<file path="src/rtl/dabr_pkg.sv">
package dabr_pkg;
  typedef enum logic [1:0] {
    COND_EQ_A   = 2'd0,
    COND_EQ_AB  = 2'd1,
    COND_INSIDE = 2'd2,
    COND_OUTSIDE= 2'd3
  } cond_e;

  typedef struct packed {
    logic  no_sig;
    cond_e cond;
    logic  wr_en;
    logic  rd_en;
  } ctrl_t;

  localparam int unsigned CTRL_W = $bits(ctrl_t);
  localparam int unsigned VEC_W  = 16;
  localparam logic [VEC_W-1:0] DACC_VEC = 16'h0300;

  localparam logic [1:0] SEL_A     = 2'd0;
  localparam logic [1:0] SEL_B     = 2'd1;
  localparam logic [1:0] SEL_CTRL  = 2'd2;
  localparam logic [1:0] SEL_CLEAR = 2'd3;
endpackage

</file>
<file path="src/rtl/dabr_cfg.sv">
module dabr_cfg
  import dabr_pkg::*;
#(
  parameter int unsigned AW = 32
) (
  input  logic          clk_i,
  input  logic          rst_ni,
  input  logic          wr_i,
  input  logic [1:0]    sel_i,
  input  logic [AW-1:0] data_i,
  output logic [AW-1:0] addr_a_o,
  output logic [AW-1:0] addr_b_o,
  output ctrl_t         ctrl_o,
  output logic          clear_o
);
  always_ff @(posedge clk_i or negedge rst_ni) begin
    if (!rst_ni) begin
      addr_a_o <= '0;
      addr_b_o <= '0;
      ctrl_o   <= '0;
    end else if (wr_i) begin
      unique case (sel_i)
        SEL_A:    addr_a_o <= data_i;
        SEL_B:    addr_b_o <= data_i;
        SEL_CTRL: ctrl_o   <= ctrl_t'(data_i[CTRL_W-1:0]);
        default:  ;
      endcase
    end
  end

  assign clear_o = wr_i && (sel_i == SEL_CLEAR) && data_i[0];
endmodule

</file>
<file path="src/rtl/dabr_cmp.sv">
module dabr_cmp
  import dabr_pkg::*;
#(
  parameter int unsigned AW        = 32,
  parameter int unsigned GRAN_BITS = 3
) (
  input  logic [AW-1:0] ea_i,
  input  logic [AW-1:0] addr_a_i,
  input  logic [AW-1:0] addr_b_i,
  input  cond_e         cond_i,
  output logic          hit_a_o,
  output logic          hit_b_o,
  output logic          in_rng_o,
  output logic          out_rng_o,
  output logic          match_o
);
  localparam int unsigned NCH = 2;
  localparam logic [AW-1:0] MASK = {{(AW-GRAN_BITS){1'b1}}, {GRAN_BITS{1'b0}}};

  logic [AW-1:0] ea_m;
  logic [AW-1:0] bp_m [NCH];
  logic [NCH-1:0] eq;
  logic [NCH-1:0] ea_gt;
  logic [NCH-1:0] ea_lt;

  assign ea_m    = ea_i & MASK;
  assign bp_m[0] = addr_a_i & MASK;
  assign bp_m[1] = addr_b_i & MASK;

  for (genvar i = 0; i < NCH; i++) begin : g_ch
    assign eq[i]    = (ea_m == bp_m[i]);
    assign ea_gt[i] = (ea_m >  bp_m[i]);
    assign ea_lt[i] = (ea_m <  bp_m[i]);
  end

  assign hit_a_o   = eq[0];
  assign hit_b_o   = eq[1];
  assign in_rng_o  = ea_gt[0] && ea_lt[1];
  assign out_rng_o = ea_lt[0] || ea_gt[1];

  always_comb begin
    unique case (cond_i)
      COND_EQ_A:    match_o = eq[0];
      COND_EQ_AB:   match_o = eq[0] || eq[1];
      COND_INSIDE:  match_o = in_rng_o;
      default:      match_o = out_rng_o;
    endcase
  end
endmodule

</file>
<file path="src/rtl/dabr_capture.sv">
module dabr_capture #(
  parameter int unsigned AW = 32
) (
  input  logic          clk_i,
  input  logic          rst_ni,
  input  logic          hit_i,
  input  logic          clear_i,
  input  logic [AW-1:0] addr_i,
  output logic          flag_o,
  output logic [AW-1:0] cap_o
);
  always_ff @(posedge clk_i or negedge rst_ni) begin
    if (!rst_ni) begin
      flag_o <= 1'b0;
      cap_o  <= '0;
    end else if (hit_i && (!flag_o || clear_i)) begin
      flag_o <= 1'b1;
      cap_o  <= addr_i;
    end else if (clear_i) begin
      flag_o <= 1'b0;
    end
  end
endmodule

</file>
<file path="src/rtl/dabr_unit.sv">
module dabr_unit
  import dabr_pkg::*;
#(
  parameter int unsigned AW        = 32,
  parameter int unsigned GRAN_BITS = 3
) (
  input  logic             clk_i,
  input  logic             rst_ni,
  input  logic             acc_valid_i,
  input  logic             acc_write_i,
  input  logic [AW-1:0]    acc_addr_i,
  input  logic             cfg_wr_i,
  input  logic [1:0]       cfg_sel_i,
  input  logic [AW-1:0]    cfg_data_i,
  output logic             exc_req_o,
  output logic [VEC_W-1:0] exc_vec_o,
  output logic             hit_flag_o,
  output logic [AW-1:0]    cap_addr_o,
  output logic             wp_a_o,
  output logic             wp_b_o
);
  logic [AW-1:0] addr_a, addr_b;
  ctrl_t         ctrl;
  logic          clear;
  logic          hit_a, hit_b, in_rng, out_rng, cmp_match;
  logic          qual, bp_hit, range_mode;
  logic          wpa_d, wpb_d;

  dabr_cfg #(.AW(AW)) u_cfg (
    .clk_i    (clk_i),
    .rst_ni   (rst_ni),
    .wr_i     (cfg_wr_i),
    .sel_i    (cfg_sel_i),
    .data_i   (cfg_data_i),
    .addr_a_o (addr_a),
    .addr_b_o (addr_b),
    .ctrl_o   (ctrl),
    .clear_o  (clear)
  );

  dabr_cmp #(.AW(AW), .GRAN_BITS(GRAN_BITS)) u_cmp (
    .ea_i      (acc_addr_i),
    .addr_a_i  (addr_a),
    .addr_b_i  (addr_b),
    .cond_i    (ctrl.cond),
    .hit_a_o   (hit_a),
    .hit_b_o   (hit_b),
    .in_rng_o  (in_rng),
    .out_rng_o (out_rng),
    .match_o   (cmp_match)
  );

  // direction qualifier
  assign qual       = acc_valid_i && (acc_write_i ? ctrl.wr_en : ctrl.rd_en);
  assign bp_hit     = qual && cmp_match;
  assign range_mode = ctrl.cond[1];

  always_comb begin
    wpa_d = 1'b0;
    wpb_d = 1'b0;
    if (qual && !ctrl.no_sig) begin
      if (range_mode) begin
        wpb_d = (ctrl.cond == COND_INSIDE) ? in_rng : out_rng;
      end else begin
        wpa_d = hit_a;
        wpb_d = hit_b && (ctrl.cond == COND_EQ_AB);
      end
    end
  end

  dabr_capture #(.AW(AW)) u_cap (
    .clk_i   (clk_i),
    .rst_ni  (rst_ni),
    .hit_i   (bp_hit),
    .clear_i (clear),
    .addr_i  (acc_addr_i),
    .flag_o  (hit_flag_o),
    .cap_o   (cap_addr_o)
  );

  always_ff @(posedge clk_i or negedge rst_ni) begin
    if (!rst_ni) begin
      exc_req_o <= 1'b0;
      exc_vec_o <= '0;
      wp_a_o    <= 1'b0;
      wp_b_o    <= 1'b0;
    end else begin
      exc_req_o <= bp_hit;
      exc_vec_o <= bp_hit ? DACC_VEC : '0;
      wp_a_o    <= wpa_d;
      wp_b_o    <= wpb_d;
    end
  end
endmodule

</file>
<file path="config.mk">
export PLATFORM = sky130hd
export DESIGN_NAME = dabr_unit
export DESIGN_NICKNAME = d
export VERILOG_FILES = /design/src/rtl/dabr_pkg.sv /design/src/rtl/dabr_cfg.sv /design/src/rtl/dabr_cmp.sv /design/src/rtl/dabr_capture.sv /design/src/rtl/dabr_unit.sv
export SDC_FILE = /design/constraint.sdc
export NUM_CORES = 1
export LEC_CHECK = 0
export ABC_CLOCK_PERIOD_IN_PS = 3150
export CORE_UTILIZATION = 35
export CTS_CLUSTER_DIAMETER = 50
export DETAILED_ROUTE_END_ITERATION = 10
export DONT_BUFFER_PORTS = 1
export PLACE_DENSITY_LB_ADDON = 0.25
export SLEW_MARGIN = 20
export SYNTH_ARGS = -nofsm -noshare
export SYNTH_HDL_FRONTEND = slang
export SYNTH_SLANG_ARGS = --single-unit
</file>
<file path="constraint.sdc">
create_clock -name clk_i -period 3.15 [get_ports clk_i]
set_input_delay 0.315 -clock clk_i [delete_from_list [all_inputs] [get_ports clk_i]]
set_output_delay 0.315 -clock clk_i [all_outputs]
set_load 0.01 [all_outputs]
</file>
**Word level (Yosys, flattened, before mapping)**

Index checks and enable logic that the tools add are counted.

- Flip-flop bits (word level): 115
- Input bits: 71

- $lt $le $gt $ge: 4
- Eq/ne operators: 7
- Mux-type cells: 10
- Reduce and logical (&&, ||, !) cells: 19

Operators by type and width:

| operator | number |
|---|---|
| > comparator 32 bit | 2 |
| less-than comparator 32 bit | 2 |
| == test 29 bit | 2 |
| two-way mux 10 bit | 1 |
| logical AND 1 bit | 8 |
| two-way mux 1 bit | 8 |
| == test 2 bit (second input constant) | 3 |
| AND reduction 2 bit | 3 |
| == test 2 x 1 -> 1 bit (second input constant) | 2 |
| zero test 2 bit | 2 |
| logical OR 1 bit | 3 |
| case mux 1 bit (3 select lines) | 1 |
| zero test 1 bit | 2 |
| nonzero test 2 bit | 1 |

**Depth between registers and ports, before layout**

- Depth in word-level cells: 6
- Depth in mapped cells: 11
- Mapped depth without buffers: 10

**By module**

A second synthesis with hierarchy kept.

- Cells, all modules: 459
- Area, all modules: 5764.3 µm²

By module, submodules not included:

| module | instances | cells each | area each (µm²) | sequential area each (µm²) |
|---|---|---|---|---|
| dabr_cfg | 1 | 148 | 2591.2 | 1726.7 |
| dabr_cmp | 1 | 212 | 1503.9 | 0.0 |
| dabr_capture | 1 | 71 | 1391.3 | 825.8 |
| dabr_unit | 1 | 28 | 277.8 | 75.1 |

**Least setup slack after synthesis**

No wires, ideal clock.

- Path type: register to register
- From: register u_cfg.addr_a_o[30]
- To: register u_cap.cap_o[24]
- Library setup time: 0.125 ns
- Arrival time: 2.803 ns
- Path slack: 0.222 ns
- Stages on the path, launching flop included: 11
- Path through: dfrtp_1 > inv_1 > ha_1 > nand4_2 > nor4_2 > nand2_1 > or4_1 > or2_4 > a221oi_4 > buf_6 > mux2_2

- Cells in the longest elaborated chain, start to end: 5

RTL lines:

| item | RTL line | source |
|---|---|---|
| start: declaration | dabr_cfg.sv:11 | `output logic [AW-1:0] addr_a_o,` |
| start signal: assignment | dabr_cfg.sv:23 | `SEL_A: addr_a_o <= data_i;` |
| less-than comparator 32 bit, or another cell as far along | dabr_cmp.sv:33 | `assign ea_lt[i] = (ea_m < bp_m[i]);` |
| logical OR 1 bit, or another cell as far along | dabr_cmp.sv:39 | `assign out_rng_o = ea_lt[0] \|\| ea_gt[1];` |
| case mux 1 bit (3 select lines) (*) | dabr_cmp.sv:42 | `unique case (cond_i)` |
| logical AND 1 bit (*) | dabr_unit.sv:55 | `assign bp_hit = qual && cmp_match;` |
| logical AND 1 bit (*) | dabr_capture.sv:16 | `end else if (hit_i && (!flag_o \|\| clear_i)) begin` |
| end signal: assignment | dabr_capture.sv:18 | `cap_o <= addr_i;` |
| end: declaration | dabr_capture.sv:10 | `output logic [AW-1:0] cap_o` |

Every way passes the cells marked *; elsewhere a longest branch is shown, timed or not.
A chain may end at the register's enable or synchronous reset.

**Worst setup path in the final report**

- From: register u_cfg.addr_b_o[30]
- To: register u_cap.cap_o[26]

- Cells in the longest elaborated chain, start to end: 5

RTL lines:

| item | RTL line | source |
|---|---|---|
| start: declaration | dabr_cfg.sv:12 | `output logic [AW-1:0] addr_b_o,` |
| start signal: assignment | dabr_cfg.sv:24 | `SEL_B: addr_b_o <= data_i;` |
| > comparator 32 bit, or another cell as far along | dabr_cmp.sv:32 | `assign ea_gt[i] = (ea_m > bp_m[i]);` |
| logical OR 1 bit, or another cell as far along | dabr_cmp.sv:39 |  |
| case mux 1 bit (3 select lines) (*) | dabr_cmp.sv:42 |  |
| logical AND 1 bit (*) | dabr_unit.sv:55 |  |
| logical AND 1 bit (*) | dabr_capture.sv:16 |  |

Marked as above.

==> impl.org <==
** Status
- The run finished, with violations left.
- Violations in the final reports :: negative setup slack

** Synth
- After synthesis, the netlist uses 41 different library cells.
- The share of the Yosys chip area taken by registers is 47.2%.
- Fraction of the mapped netlist area in compound gates :: 8.56%
- Counting flops with a built-in enable in the synthesized netlist gives 0.
- In this run the mean area of a mapped cell was 11.1 um2.
- In this run the cell area of the synthesized design comes to 0.00525 mm2.
- Yosys synthesis warning count :: 0
- In the synthesized netlist, mux cells make up 14.6% of the area.
- After Yosys synthesis, full adders, half adders and majority gates account for 13.8% of the synthesized area.
- Leading register cell type out of synthesis :: sky130_fd_sc_hd__dfrtp_1
- Summing the areas of all xor and xnor instances in the mapped netlist gives 0% of the synthesized area.
- After synthesis, the share of flip-flops with an asynchronous set or reset is 100%.
- Simple-Gate Fraction of Synth Area :: 8.01%
- In this run, synthesis produced a sequential element count of 99.
- Main combinational cell family by area after synthesis :: multiplexers
- Synthesis produced a netlist whose cell count is 473.

** Finish
- After the last flow step, the layout net total stands at 620.
- Number of fill cells in the layout :: 1403
- Signed area change from the synthesized netlist to the final layout :: 17.3%
- Leaving out fill and tap cells, the most frequent cells in the layout are sky130_fd_sc_hd__dfrtp_1, sky130_fd_sc_hd__inv_1, sky130_fd_sc_hd__ha_1.
- In the final layout, the multi-input gates occupy 0.00269 mm2.
- Final standard cell count with taps included and fillers excluded :: 680
- Leaving out fill and tap cells, the most frequent cell in the layout is sky130_fd_sc_hd__dfrtp_1.
- Final cell utilization of the core :: 42.2%
- Sequential cell area :: 0.00248 mm2
- The repair_antennas step left the layout with diodes totalling 0.
- Fraction of layout cells with a size suffix above 1 :: 26.0%
- Design area :: 0.00615 mm2

** Die
- The floorplan step defined a die boundary enclosing 0.0155 mm2.
- Die Width :: 124 um
- The initial utilization of the core area, before any placement, comes to 36.0%.
- Row count :: 44
- In this run the vertical extent of the chip is 124 um.
- I/O pins :: 123
- After floorplanning, the core was sized to cover 0.0146 mm2.

** GRT
- Global routing finished with a remaining overflow of 0.
- Antenna violations before repair :: 0
- GR Util All Layers :: 15.8%
- Number of global-route vias before repair :: 3578
- Global-route wire length before repair :: 18700 um
- Maximum number of pins on one net before global-route repair :: 100

** STA
- Post-route worst setup slack :: -0.0255 ns
- Part of the cycle the worst path needs :: 101%
- Pins Over Slew Limit :: 0
- Setup-violating endpoint count in the final report :: 24
- Shortest period the worst path allows :: 3.18 ns
- Sum of negative setup slack :: -0.393 ns
- Final Hold Slack :: 0.0772 ns
- Worst Skew :: 0.00741 ns
- For this run, the top clock speed supported by timing is 0.315 GHz.
- Setup repair after global routing could not meet its margin everywhere.
- The number of endpoints with negative hold slack in the final report was 0.

** Place
- Number of buffers inserted by port buffering :: 0
- HPWL after detailed placement :: 8490 um
- Final weighted congestion in routability-driven placement :: 0.781
- Instance area at placement :: 0.00547 mm2
- Setup Slack @ Placement :: -0.0758 ns
- After detailed placement, the design holds a cell count of 656.

** Routing
- In this run the remaining antenna-violating nets after routing total 0.
- First DRT Iteration DRCs :: 148
- For this run, design rule violations remaining after detail routing come to 0.
- Final Routed Wirelength :: 11900 um
- Vias/cell :: 5.02
- Summing over every cut layer, the via total after detailed routing is 3414.
- The first detailed-routing pass took 4 iterations.
- Routed wire per std cell :: 17.4 um

** Setup path
- Among the stages of the critical path, the cell type that occurs most often is sky130_fd_sc_hd__nand4_1.
- Cell-by-cell listing of the critical path :: inv_2 > ha_4 > nand4_1 > nor4_2 > buf_4 > nand4_1 > a31oi_2 > o22ai_1 > a41o_1 > a221oi_4 > buf_6 > buf_12 > mux2_2
- The largest single stage delay on the critical path is 0.37 ns.
- Worst Path Max Fanout :: 8
- In this run the register-to-register setup slack is -0.03 ns.
- The worst setup path is of the reg2reg kind.
- Arrival time of data at the critical path endpoint :: 3.42 ns
- Type of element launching the critical path :: flip-flop
- Data on the critical path is required at its endpoint by 3.39 ns.
- Type of destination of the critical path :: flip-flop
- Slowest cell on the critical path :: sky130_fd_sc_hd__dfrtp_1

** Power and ir drop
- Maximum vdd ir drop :: 0.354 mV
- After layout, the design draws a total of 4.11 mW.
- Pwr/cell area :: 668 mW/mm2
- For this design the static power due to leakage is 2.86 nW.

** Clocking
- Later-pin clock latency in the skew report :: 0.35 ns
- Clock buffer depth :: 2
- TritonCTS built the clock tree.
- The clock net in this run drives a total of 99 sinks.
- Number of H-tree branching levels :: 3
- After clock tree synthesis, the clock-pin slew on the worst setup and hold paths is 0.07 ns.
- Buffer type at the clock tree root :: sky130_fd_sc_hd__clkbuf_16
- Number of buffers inserted during clock tree synthesis :: 9

** Flow run
- Across the run, the number of max-cap violations was 0.

** Worst hold path
- In this run the worst hold path is classified as in2reg.
state kept, by name, summed over array words and instances (netlist names):
| register | count |
|---|---|
| u_cfg.addr_b_o | 29 |
| u_cap.flag_o | 1 |
| wp_b_o | 1 |
| u_cfg.ctrl_o | 5 |
| exc_vec_o | 1 |
| u_cfg.addr_a_o | 29 |
| u_cap.cap_o | 32 |
| wp_a_o | 1 |
kinds of logic (layout without fill, tap and decap cells):
family | after synthesis | in the layout
fa+ha+maj | 58 | 58
flops | 99 | 99
compound gates | 75 | 75
simple gates | 86 | 86
mux | 68 | 68
other cells | 1 | 14
buf+inv | 86 | 96
layout make-up:
cell class | instances | area share, %
well taps | 184 | 3.74
multi-input cells | 301 | 43.7
clock buffers | 11 | 3.94
flip-flops and latches | 99 | 40.3
repair buffers | 22 | 3.86
clock inverters | 5 | 0.976
inverters | 58 | 3.54
worst max-delay path, delay by kind of cell (launching register included):
family	cells	cell delay (ns)
simple gates	3	0.67
flops	1	0.37
buf+inv	4	0.53
mux	1	0.33
compound gates	4	0.89
fa+ha+maj	1	0.26
worst paths after layout:
| check | to | startpoint | depth (start not counted) |
|---|---|---|---|
| min in group asynchronous | u_cfg.addr_a_o[13]$_DFFE_PN0P_ | rst_ni | 2 |
| hold reg to reg | wp_a_o$_DFF_PN0_ | u_cfg.ctrl_o[4]$_DFFE_PN0P_ | 1 |
| max in group asynchronous | u_cfg.addr_a_o[28]$_DFFE_PN0P_ | rst_ni | 2 |
| setup reg to reg | u_cap.cap_o[26]$_DFFE_PN0P_ | u_cfg.addr_b_o[30]$_DFFE_PN0P_ | 13 |
| hold / removal | u_cfg.addr_a_o[23]$_DFFE_PN0P_ | cfg_data_i[23] | 2 |
| setup / recovery | u_cap.cap_o[26]$_DFFE_PN0P_ | u_cfg.addr_b_o[30]$_DFFE_PN0P_ | 13 |
repair_timing:
| action | 4_1_cts | 5_1_grt |
|---|---|---|
| gates cloned | 1 | 1 |
| gates resized for setup | 14 | 40 |
| hold endpoints to repair | 99 | 0 |
| pin swaps | 1 | 14 |
| endpoints found under the setup margin | 32 | 32 |
| hold buffers | 2 | 0 |
| setup buffers | 3 | 2 |
layer usage:
layer	wire length, um	up-vias	part of all wire (%)	track usage (%)
li1	-	1638	-	-
met1	5100	1657	43	18.8
met2	5630	106	48	25.8
met3	938	13	7.9	5.93
met4	187	0	1.6	5.46
met5	0	-	0	0
cell usage after synthesis (2+ instances only):
library cell | instances | share of area (%)
sky130_fd_sc_hd__o21ai_0 | 35 | 3.3
sky130_fd_sc_hd__nand3_1 | 8 | 0.76
sky130_fd_sc_hd__nand4_1 | 9 | 1.1
sky130_fd_sc_hd__o21a_1 | 2 | 0.29
sky130_fd_sc_hd__buf_6 | 3 | 0.64
sky130_fd_sc_hd__buf_4 | 16 | 2.3
sky130_fd_sc_hd__clkbuf_1 | 9 | 0.64
sky130_fd_sc_hd__a21oi_1 | 22 | 2.1
sky130_fd_sc_hd__inv_1 | 58 | 4.1
sky130_fd_sc_hd__and3_1 | 2 | 0.24
sky130_fd_sc_hd__mux2_2 | 63 | 14
sky130_fd_sc_hd__mux2_1 | 5 | 1.1
sky130_fd_sc_hd__nor3_1 | 3 | 0.29
sky130_fd_sc_hd__nand3b_1 | 2 | 0.29
sky130_fd_sc_hd__a221oi_1 | 3 | 0.50
sky130_fd_sc_hd__ha_1 | 58 | 14
sky130_fd_sc_hd__nor2_1 | 6 | 0.43
sky130_fd_sc_hd__nor2b_1 | 2 | 0.24
sky130_fd_sc_hd__dfrtp_1 | 99 | 47
sky130_fd_sc_hd__a21o_1 | 3 | 0.43
sky130_fd_sc_hd__nand2_1 | 45 | 3.2
power by group:
group	switching [mW]	leakage [nW]	internal, mW
sequential	0.316	1.20	1.63
combinational	0.444	1.51	0.588
clock	0.491	0.147	0.642
total	1.25	2.86	2.86
Power figures use the tool's default switching activity.
